File: src/rtl/dvr_pkg.sv
package dvr_pkg;

    localparam int CODE_W = 8;

    typedef logic [CODE_W-1:0] code_t;

    typedef enum logic [1:0] {
        MODE_AUTO     = 2'b00,
        MODE_PWM      = 2'b01,
        MODE_PFM      = 2'b10,
        MODE_AUTO_ALT = 2'b11
    } mode_e;

    typedef enum logic [1:0] {
        SLEW_8T = 2'b00,
        SLEW_4T = 2'b01,
        SLEW_2T = 2'b10,
        SLEW_1T = 2'b11
    } slew_e;

    typedef struct packed {
        code_t set_a;
        code_t set_b;
        logic  sel;
        logic  en;
        mode_e mode;
        slew_e slew;
    } ch_cfg_t;

    typedef struct packed {
        code_t code;
        logic  slewing;
        logic  pfm;
    } ch_stat_t;

    function automatic logic [3:0] ticks_per_step(slew_e s);
        case (s)
            SLEW_8T: return 4'd8;
            SLEW_4T: return 4'd4;
            SLEW_2T: return 4'd2;
            default: return 4'd1;
        endcase
    endfunction

    function automatic logic is_auto(mode_e m);
        return (m == MODE_AUTO) || (m == MODE_AUTO_ALT);
    endfunction

endpackage

File: src/rtl/dvr_tick_gen.sv
module dvr_tick_gen #(
    parameter int TICK_DIV = 50
) (
    input  logic clk,
    input  logic rst,
    output logic tick_o
);
    localparam int CNT_W = $clog2(TICK_DIV + 1);

    logic [CNT_W-1:0] cnt_q;

    assign tick_o = (cnt_q == CNT_W'(TICK_DIV - 1));

    always_ff @(posedge clk) begin
        if (rst)         cnt_q <= '0;
        else if (tick_o) cnt_q <= '0;
        else             cnt_q <= cnt_q + CNT_W'(1);
    end

    generate
        if (TICK_DIV > 1) begin : g_gap
            assert_tick_gap_R3: assert property (@(posedge clk) disable iff (rst)
                tick_o |=> !tick_o)
                else $error("tick repeated on consecutive cycles");
        end
    endgenerate

endmodule

File: src/rtl/dvr_regs.sv
module dvr_regs
    import dvr_pkg::*;
#(
    parameter int                       N_CH      = 4,
    parameter int                       ADDR_W    = 4,
    parameter logic [N_CH*CODE_W-1:0]   DEF_CODES = '0,
    parameter logic [N_CH-1:0]          EN_RST    = '1
) (
    input  logic              clk,
    input  logic              rst,
    input  logic              wr_en,
    input  logic [ADDR_W-1:0] wr_addr,
    input  logic [CODE_W-1:0] wr_data,
    output ch_cfg_t           cfg_o [N_CH]
);
    localparam int B_BASE   = N_CH;
    localparam int SEL_ADDR = 2 * N_CH;
    localparam int EN_ADDR  = 2 * N_CH + 1;
    localparam int CTL_BASE = 2 * N_CH + 2;

    ch_cfg_t cfg_q [N_CH];
    int      addr;

    assign addr = int'(wr_addr);

    always_ff @(posedge clk) begin
        if (rst) begin
            for (int i = 0; i < N_CH; i++) begin
                cfg_q[i].set_a <= DEF_CODES[i*CODE_W +: CODE_W];
                cfg_q[i].set_b <= DEF_CODES[i*CODE_W +: CODE_W];
                cfg_q[i].sel   <= 1'b0;
                cfg_q[i].en    <= EN_RST[i];
                cfg_q[i].mode  <= MODE_AUTO;
                cfg_q[i].slew  <= SLEW_8T;
            end
        end else if (wr_en) begin
            for (int i = 0; i < N_CH; i++) begin
                if (addr == i)            cfg_q[i].set_a <= wr_data;
                if (addr == B_BASE + i)   cfg_q[i].set_b <= wr_data;
                if (addr == SEL_ADDR)     cfg_q[i].sel   <= wr_data[i];
                if (addr == EN_ADDR)      cfg_q[i].en    <= wr_data[i];
                if (addr == CTL_BASE + i) begin
                    cfg_q[i].mode <= mode_e'(wr_data[1:0]);
                    cfg_q[i].slew <= slew_e'(wr_data[3:2]);
                end
            end
        end
    end

    assign cfg_o = cfg_q;

    initial begin
        assert_ch_fit_R5: assert (N_CH <= CODE_W)
            else $error("select register narrower than channel count");
    end

endmodule

File: src/rtl/dvr_chan.sv
module dvr_chan
    import dvr_pkg::*;
#(
    parameter int    FLOOR_CODE = 70,
    parameter code_t RST_CODE   = '0,
    parameter logic  RST_EN     = 1'b1
) (
    input  logic     clk,
    input  logic     rst,
    input  logic     tick,
    input  ch_cfg_t  cfg,
    input  logic     load_hi,
    output ch_stat_t stat_o
);
    localparam code_t FLOOR = code_t'(FLOOR_CODE);

    code_t      code_q;
    code_t      target;
    logic       en_prev_q;
    logic [3:0] sub_q;
    logic [3:0] lim;
    logic       en_rise;
    logic       active;
    logic       going_down;
    logic       floor_jump;
    logic       step_now;

    always_comb begin
        target     = cfg.sel ? cfg.set_b : cfg.set_a;
        lim        = ticks_per_step(cfg.slew);
        en_rise    = cfg.en & ~en_prev_q;
        active     = cfg.en & en_prev_q & (code_q != target);
        going_down = code_q > target;
        floor_jump = active & going_down & (target < FLOOR) & (code_q <= FLOOR);
        step_now   = active & tick & (sub_q == lim - 4'd1);
    end

    always_ff @(posedge clk) begin
        if (rst) begin
            code_q    <= RST_CODE;
            en_prev_q <= RST_EN;
        end else begin
            en_prev_q <= cfg.en;
            if (en_rise)         code_q <= target;
            else if (floor_jump) code_q <= target;
            else if (step_now)   code_q <= going_down ? code_q - code_t'(1)
                                                      : code_q + code_t'(1);
        end
    end

    always_ff @(posedge clk) begin
        if (rst || !active || floor_jump) sub_q <= '0;
        else if (tick)                    sub_q <= (sub_q == lim - 4'd1) ? 4'd0 : sub_q + 4'd1;
    end

    always_comb begin
        stat_o.code    = code_q;
        stat_o.slewing = active;
        stat_o.pfm     = (code_q < FLOOR) | (cfg.mode == MODE_PFM)
                       | (is_auto(cfg.mode) & ~load_hi);
    end

    assert_one_lsb_R2: assert property (@(posedge clk) disable iff (rst)
        ($past(cfg.en) && $past(en_prev_q) && (code_q != $past(code_q))) |->
        ((code_q == $past(code_q) + code_t'(1)) ||
         (code_q == $past(code_q) - code_t'(1)) ||
         (($past(code_q) <= FLOOR) && (code_q < FLOOR))))
        else $error("code moved by more than one LSB");

    assert_hold_off_R9: assert property (@(posedge clk) disable iff (rst)
        !cfg.en |=> $stable(code_q))
        else $error("disabled channel changed code");

    assert_no_pass_up_R10: assert property (@(posedge clk) disable iff (rst)
        (cfg.en && en_prev_q && (code_q < target)) |=> (code_q <= $past(target)))
        else $error("upward ramp passed target");

    assert_no_pass_down_R10: assert property (@(posedge clk) disable iff (rst)
        (cfg.en && en_prev_q && (code_q > target)) |=> (code_q >= $past(target)))
        else $error("downward ramp passed target");

endmodule

File: src/rtl/dvr_ramp_ctrl.sv
module dvr_ramp_ctrl
    import dvr_pkg::*;
#(
    parameter int                     N_CH       = 4,
    parameter int                     TICK_DIV   = 50,
    parameter int                     FLOOR_CODE = 70,
    parameter int                     ADDR_W     = 4,
    parameter logic [N_CH*CODE_W-1:0] DEF_CODES  = {8'd120, 8'd80, 8'd90, 8'd100},
    parameter logic [N_CH-1:0]        EN_RST     = '1
) (
    input  logic                   clk,
    input  logic                   rst,
    input  logic                   wr_en,
    input  logic [ADDR_W-1:0]      wr_addr,
    input  logic [CODE_W-1:0]      wr_data,
    input  logic [N_CH-1:0]        load_hi,
    output logic [N_CH*CODE_W-1:0] vcode,
    output logic [N_CH-1:0]        pfm_req,
    output logic                   slewing,
    output logic                   all_ready
);
    logic            tick;
    ch_cfg_t         cfg  [N_CH];
    ch_stat_t        stat [N_CH];
    logic [N_CH-1:0] ch_slew;
    logic            any_q;

    dvr_tick_gen #(.TICK_DIV(TICK_DIV)) u_tick (
        .clk    (clk),
        .rst    (rst),
        .tick_o (tick)
    );

    dvr_regs #(
        .N_CH      (N_CH),
        .ADDR_W    (ADDR_W),
        .DEF_CODES (DEF_CODES),
        .EN_RST    (EN_RST)
    ) u_regs (
        .clk     (clk),
        .rst     (rst),
        .wr_en   (wr_en),
        .wr_addr (wr_addr),
        .wr_data (wr_data),
        .cfg_o   (cfg)
    );

    generate
        for (genvar g = 0; g < N_CH; g++) begin : g_ch
            dvr_chan #(
                .FLOOR_CODE (FLOOR_CODE),
                .RST_CODE   (DEF_CODES[g*CODE_W +: CODE_W]),
                .RST_EN     (EN_RST[g])
            ) u_chan (
                .clk     (clk),
                .rst     (rst),
                .tick    (tick),
                .cfg     (cfg[g]),
                .load_hi (load_hi[g]),
                .stat_o  (stat[g])
            );
            assign vcode[g*CODE_W +: CODE_W] = stat[g].code;
            assign pfm_req[g]                = stat[g].pfm;
            assign ch_slew[g]                = stat[g].slewing;
        end
    endgenerate

    assign slewing   = |ch_slew;
    assign all_ready = any_q & ~slewing;

    always_ff @(posedge clk) begin
        if (rst) any_q <= 1'b0;
        else     any_q <= slewing;
    end

    assert_ready_single_R6: assert property (@(posedge clk) disable iff (rst)
        all_ready |=> !all_ready)
        else $error("ready event longer than one cycle");

    assert_ready_after_ramp_R6: assert property (@(posedge clk) disable iff (rst)
        all_ready |-> (!slewing && $past(slewing)))
        else $error("ready event without a finished ramp");

endmodule

File: config.mk
export PLATFORM = sky130hd
export DESIGN_NAME = dvr_ramp_ctrl
export DESIGN_NICKNAME = d
export VERILOG_FILES = /design/src/rtl/dvr_pkg.sv /design/src/rtl/dvr_tick_gen.sv /design/src/rtl/dvr_regs.sv /design/src/rtl/dvr_chan.sv /design/src/rtl/dvr_ramp_ctrl.sv
export SDC_FILE = /design/constraint.sdc
export NUM_CORES = 1
export LEC_CHECK = 0
export CAP_MARGIN = 25
export CORE_MARGIN = 2
export CORE_UTILIZATION = 30
export CTS_CLUSTER_DIAMETER = 40
export DETAILED_ROUTE_END_ITERATION = 6
export DONT_BUFFER_PORTS = 1
export PLACE_DENSITY = 0.51
export SLEW_MARGIN = 30
export SYNTH_ARGS = -nofsm -noshare
export SYNTH_HDL_FRONTEND = slang
export SYNTH_SLANG_ARGS = --single-unit
File: constraint.sdc
create_clock -name clk -period 4.9 [get_ports clk]
set_clock_uncertainty 0.1 [all_clocks]
set_input_delay 0.49 -clock clk [delete_from_list [all_inputs] [get_ports clk]]
set_output_delay 0.49 -clock clk [all_outputs]
set_load 0.02 [all_outputs]
# Word level (Yosys, flattened, before mapping)

Cells that the tools add are included.
W data, S select, Z words.

Add/sub/neg operators: 17
Magnitude comparators: 16
Equality and inequality tests: 38
Multiplexer cells: 28
Bitwise operators: 54
Reduce and logical (&&, ||, !) cells: 45

Operators by type and width:

| cell                  | count |
|---|---|
| $mux W8               | 20 |
| $lt A8 B7 Y1 const B  | 8 |
| $pmux W4 S3           | 4 |
| $and A1 B1 Y1         | 37 |
| $add A8 B1 Y8 const B | 4 |
| $eq A4 B4 Y1 const B  | 8 |
| $gt A8 B8 Y1          | 4 |
| $le A8 B7 Y1 const B  | 4 |
| $logic_not A32 Y1     | 1 |
| $ne A8 B8 Y1          | 4 |
| $sub A8 B1 Y8 const B | 4 |
| $reduce_and A2 Y1     | 14 |
| $eq A2 B2 Y1 const B  | 12 |
| $add A4 B1 Y4 const B | 4 |
| $eq A4 B3 Y1 const B  | 4 |
| $eq A4 B4 Y1          | 4 |
| $logic_not A2 Y1      | 8 |
| $mux W4               | 4 |
| $sub A4 B1 Y4 const B | 4 |
| $logic_or A1 B1 Y1    | 12 |
| $reduce_bool A3 Y1    | 4 |
| $not A1 Y1            | 9 |
| $eq A2 B1 Y1 const B  | 4 |
| $or A1 B1 Y1          | 8 |
| 6 further kinds       | 9 |

Bits in registers: 147
Output and inout port bits: 38
Logic and storage cells: 236

# Logic depth before layout (Yosys ltp)

Depth after elaboration: 8
Gate-level depth with buffers: 17
Mapped depth without buffers: 16

# Cells and area by module

Synthesis repeated with hierarchy kept, for this count alone.

Cells, all modules: 979
Area, all modules: 9090.0 µm²

By module, submodules not included:

| module                    | times used | cells an instance | area each (µm²) | seq. area each (µm²) |
|---|---|---|---|---|
| dvr_regs                  | 1          | 321               | 3430.8          | 1761.7 |
| dvr_chan (g_ch[2].u_chan) | 1          | 160               | 1400.1          | 260.2 |
| dvr_chan (g_ch[1].u_chan) | 1          | 153               | 1347.5          | 260.2 |
| dvr_chan (g_ch[0].u_chan) | 1          | 160               | 1333.8          | 260.2 |
| dvr_chan (g_ch[3].u_chan) | 1          | 154               | 1278.7          | 260.2 |
| dvr_tick_gen              | 1          | 26                | 252.7           | 120.1 |
| dvr_ramp_ctrl             | 1          | 5                 | 46.3            | 20.0 |

# Worst setup path before layout

No wires, ideal clock.

Path type: register -> register
From: register u_regs.cfg_q, in the netlist u_regs.cfg_o[5]
To: register g_ch[3].u_chan.code_q[7]
Setup time: 95 ps
Arrival time: 3650 ps
Required time: 4705 ps
Setup slack: 1054 ps
Stages on the path, launching flop included: 18
Buffers on the path: 1
Cells stage by stage: dfxtp_1 > buf_6 > mux2_4 > inv_1 > ha_1 > nor2b_1 > o211ai_1 > a21oi_1 > o21ai_1 > inv_1 > ha_1 > a21oi_1 > nor2_1 > a2111oi_0 > a21oi_1 > xnor2_1 > a21o_1 > a221oi_1

Cells in the longest elaborated chain, start to end: 8

Ends and longest elaborated chain:

| what                                                 | RTL line       | source |
|---|---|---|
| start, declared                                      | dvr_regs.sv:21 | `ch_cfg_t cfg_q [N_CH];` |
| $mux W8 (*)                                          | dvr_chan.sv:29 | `target = cfg.sel ? cfg.set_b : cfg.set_a;` |
| branches (longest 7 deep; another with $gt A8 B8 Y1) | n/a            |  |
| end signal, assigned                                 | dvr_chan.sv:44 | `if (en_rise) code_q <= target;` |
| end signal, assigned                                 | dvr_chan.sv:45 | `else if (floor_jump) code_q <= target;` |
| end signal, assigned                                 | dvr_chan.sv:46 | `else if (step_now) code_q <= going_down ? code_q - code_t'(1)` |
| end, declared                                        | dvr_chan.sv:17 | `code_t code_q;` |

Every way passes the cells marked *. The select of a mux whose other input is x is not followed.
A chain may end at the register's enable or synchronous reset.

# Worst setup path in the final report

Ends and elaborated chain as after synthesis.

==> impl_results.md <==
- # rows: 61
- Vias in the first global route: around 6.6k
- H-tree depth: 4
- DP Area: 0.00888 mm²
- First-pass GRT wire length: 36200 µm
- Max layer used: met4
- Antenna cells: 0
- Die ar.: 0.0299 mm²
- Synth Instances: about 950
- # setup viols final: 0
- Top-area cell type share of the netlist area: 0.343
- Max-slew headroom: 0.357
- Worst endpoint data arrival time: 4.53 ns
- Worst Hold End: g_ch[0].u_chan.code_q[1]
- Mapped Area: 0.00857 mm²
- Leakage power: about 3.6 nW
- Total Wirelength: ~22000 µm
- Total Nets Final: about 1.0k
- Gr usage total: 0.149
- Cell accounting for the most synthesized area: dfxtp_1
- Detailed Place HPWL: ~16000 µm
- # resized after CTS: 0
- Root Buffer: clkbuf_16
- Sequential share of the synthesized area: 0.343
- Die W: 173 µm
- Hold depth: 1
- Number of synthesized register bits: 147
- Final hold vios: 0
- Largest net degree at the start of global routing: 96
- Initial DRT Pass Iterations: 4
- Reg2reg start: u_regs.cfg_o[5]
- CTS tree: built
- Capture point of the worst reg-to-reg path: g_ch[3].u_chan.code_q[7]
- Required @ worst endpoint: ~5.1 ns
- R2R depth: 16
- Share of layout cells above drive strength 1: 0.0731
- Post-synth EDFFs: 0
- CTS buffer count: 17
- Routed length on met1: 10600 µm
- CP Capture Type: flop
- Dpl cells: between 1k and 1.5k
- Tightest Pin Transition: approximately 0.96 ns
- Worst VDD drop: slightly above 0.2 mV
- Via count: between 6k and 7k
- Hold_sp: rst
- Non-Filler Instances: between 1k and 1.5k
- RSZ-0062 raised after global routing: no
- YS warnings: 0
- Post-layout util: 0.337
- R2r setup slk: ~0.59 ns
- Critical path type: reg2reg
- Drt via density: between 5 and 6
- CP Launch Type: flop
- Maximum net fanout on the critical path: 9
- Top-count cell post-synth: dfxtp_1
- Post-route minimum period: 4.31 ns
- Post-synth top cells: 147 x dfxtp_1, 127 x mux2i_1, 115 x nor2_1, 66 x ha_1, 56 x nand2_1
- Met2 WL: between 10000 and 15000 µm
- Syn Area/Cell: between 9 and 10 µm²
- Post-CTS Setup Bufs: 0
- DR DRC count: 0
- Area Overhead vs Synth: 10.0%
- FFs w/ async S/R, synth: 0
- Initial antenna violation count: 0
- Max Fclk: between 0.2 and 0.25 GHz
- Core ar.: approximately 0.028 mm²
- Synth cell types: 67
- Clock buffer depth: 2
- Routed wl met3: 875 µm
- Synthesized Nets: slightly above 1k
- Min-Delay Path Class: in2reg
- Total grt overflow: 0
- Starting DRT DRC Count: ~380
- I/O Buffers: 0
- Clk_lat worst skew: 0.42 ns
- CTS Sinks: 147
- TNS Setup: 0 ns
- Status: complete, no violations
- Maxcap violations: 0
- Period Utilization, post-route: 0.880
- Clock Pin Slew Worst Setup and Hold Paths: around 0.060 ns
- Die Span Y: 173 µm
- Top cells by area, synth: dfxtp_1 34%, mux2i_1 15%, ha_1 9.6%
- Main synth FF type: dfxtp_1
- Gpl congestion: around 0.77
- ANT nets after route: 0
- Post-CTS Hold Buffers: 0
- # IOs: 57
- Final instance area: approximately 0.0094 mm²
- Max Slew Vio Count: 0
- PwrDens: approximately 290 mW/mm²
- Initial Utilization: 0.307
- WL/cell: approximately 17 µm
-- per-stage QoR --
step / hold WS, ns / setup WS (ns) / power, W
floorplan: 0.337 / 1.05 / 0.00148
global route: 0.0397 / 0.125 / 0.00282
global placement: 0.355 / 0.586 / 0.00152
CTS: 0.0372 / 0.599 / 0.00273
detailed placement: 0.360 / 0.605 / 0.00152
finish: 0.0692 / 0.589 / 0.00270
-- logic make-up (layout without fill, tap and decap cells) --
family | Yosys count | after routing | share of synthesized area
multiplexers | 138 | 138 | 0.163
flip-flops | 147 | 147 | 0.343
buffers and inverters | 75 | 73 | 0.0409
AO/OA/AOI/OAI | 179 | 179 | 0.141
AND/OR/NAND/NOR | 304 | 304 | 0.172
adder cells (fa/ha/maj) | 70 | 70 | 0.106
XOR/XNOR | 33 | 33 | 0.0337
-- how the worst max path moves through the flow --
| stage | start | endpoint | cells past startpoint |
|---|---|---|---|
| after global routing | u_regs.cfg_o[27] | g_ch[2].u_chan.code_q[7] | 15 |
| after global placement | u_regs.cfg_o[5] | g_ch[3].u_chan.code_q[7] | 14 |
| after CTS | u_regs.cfg_o[5] | g_ch[3].u_chan.code_q[7] | 14 |
| after floorplan | u_regs.cfg_o[5] | g_ch[3].u_chan.code_q[7] | 17 |
| after detailed placement | u_regs.cfg_o[5] | g_ch[3].u_chan.code_q[7] | 14 |
| final | u_regs.cfg_o[5] | g_ch[3].u_chan.code_q[7] | 16 |
-- where the power goes --
group          leakage, nW  switching, W  internal (W)
clock network        0.262      0.000529      0.000673
registers             1.19     0.0000134       0.00121
logic                 2.12      0.000158      0.000115
total                 3.57      0.000701       0.00200
-- cells in the final DEF (no fill, tap or decap), types with 14 or more instances in the layout --
| cell | synthesis | layout |
|---|---|---|
| clkbuf_16 | 0 | 17 |
| nor2_1 | 115 | 114 |
| dfxtp_1 | 147 | 147 |
| mux2i_1 | 127 | 127 |
| a211oi_1 | 22 | 22 |
| xnor2_1 | 26 | 26 |
| ha_1 | 66 | 66 |
| o21ai_0 | 25 | 25 |
| nand3_1 | 20 | 20 |
| a21oi_1 | 52 | 52 |
| nor2b_1 | 27 | 27 |
| nand2b_1 | 14 | 14 |
| nand2_1 | 56 | 56 |
| nor3_1 | 22 | 22 |
| inv_1 | 31 | 31 |
-- worst max-delay path: stages, from the launching register on --
cell and delay (ns):
dfxtp_1 0.63, mux2_4 0.35, inv_1 0.08, ha_1 0.24
nor2b_1 0.14, o211ai_1 0.14, a21oi_1 0.08, o21ai_1 0.17
inv_1 0.17, ha_1 0.31, a21oi_1 0.20, nor2_1 0.07
a2111oi_0 0.73, a21oi_1 0.18, xnor2_1 0.22, a31oi_1 0.11
a221oi_1 0.29
-- flip-flops by register name, indices dropped and copies added (netlist names) --
signal / cells
any_q: 1
u_regs.cfg_o: 88
g_ch.u_chan.en_prev_q: 4
u_tick.cnt_q: 6
g_ch.u_chan.sub_q: 16
g_ch.u_chan.code_q: 32
-- layer usage --
metal / up-vias / GRT usage
met3: 20 / 0.0394
met1: 3199 / 0.195
li1: 3371 / -
met5: - / 0
met4: 0 / 0.0371
met2: 84 / 0.244
-- layout make-up --
cell class | count | area (µm²)
flip-flops and latches | 147 | 2940
inverters | 32 | 120
clock inverters | 12 | 82.6
multi-input cells | 724 | 5280
repair buffers | 9 | 67.6
fillers | 2938 | 18500
clock buffers | 20 | 457
well taps | 378 | 473
Power figures use the tool's default switching activity.
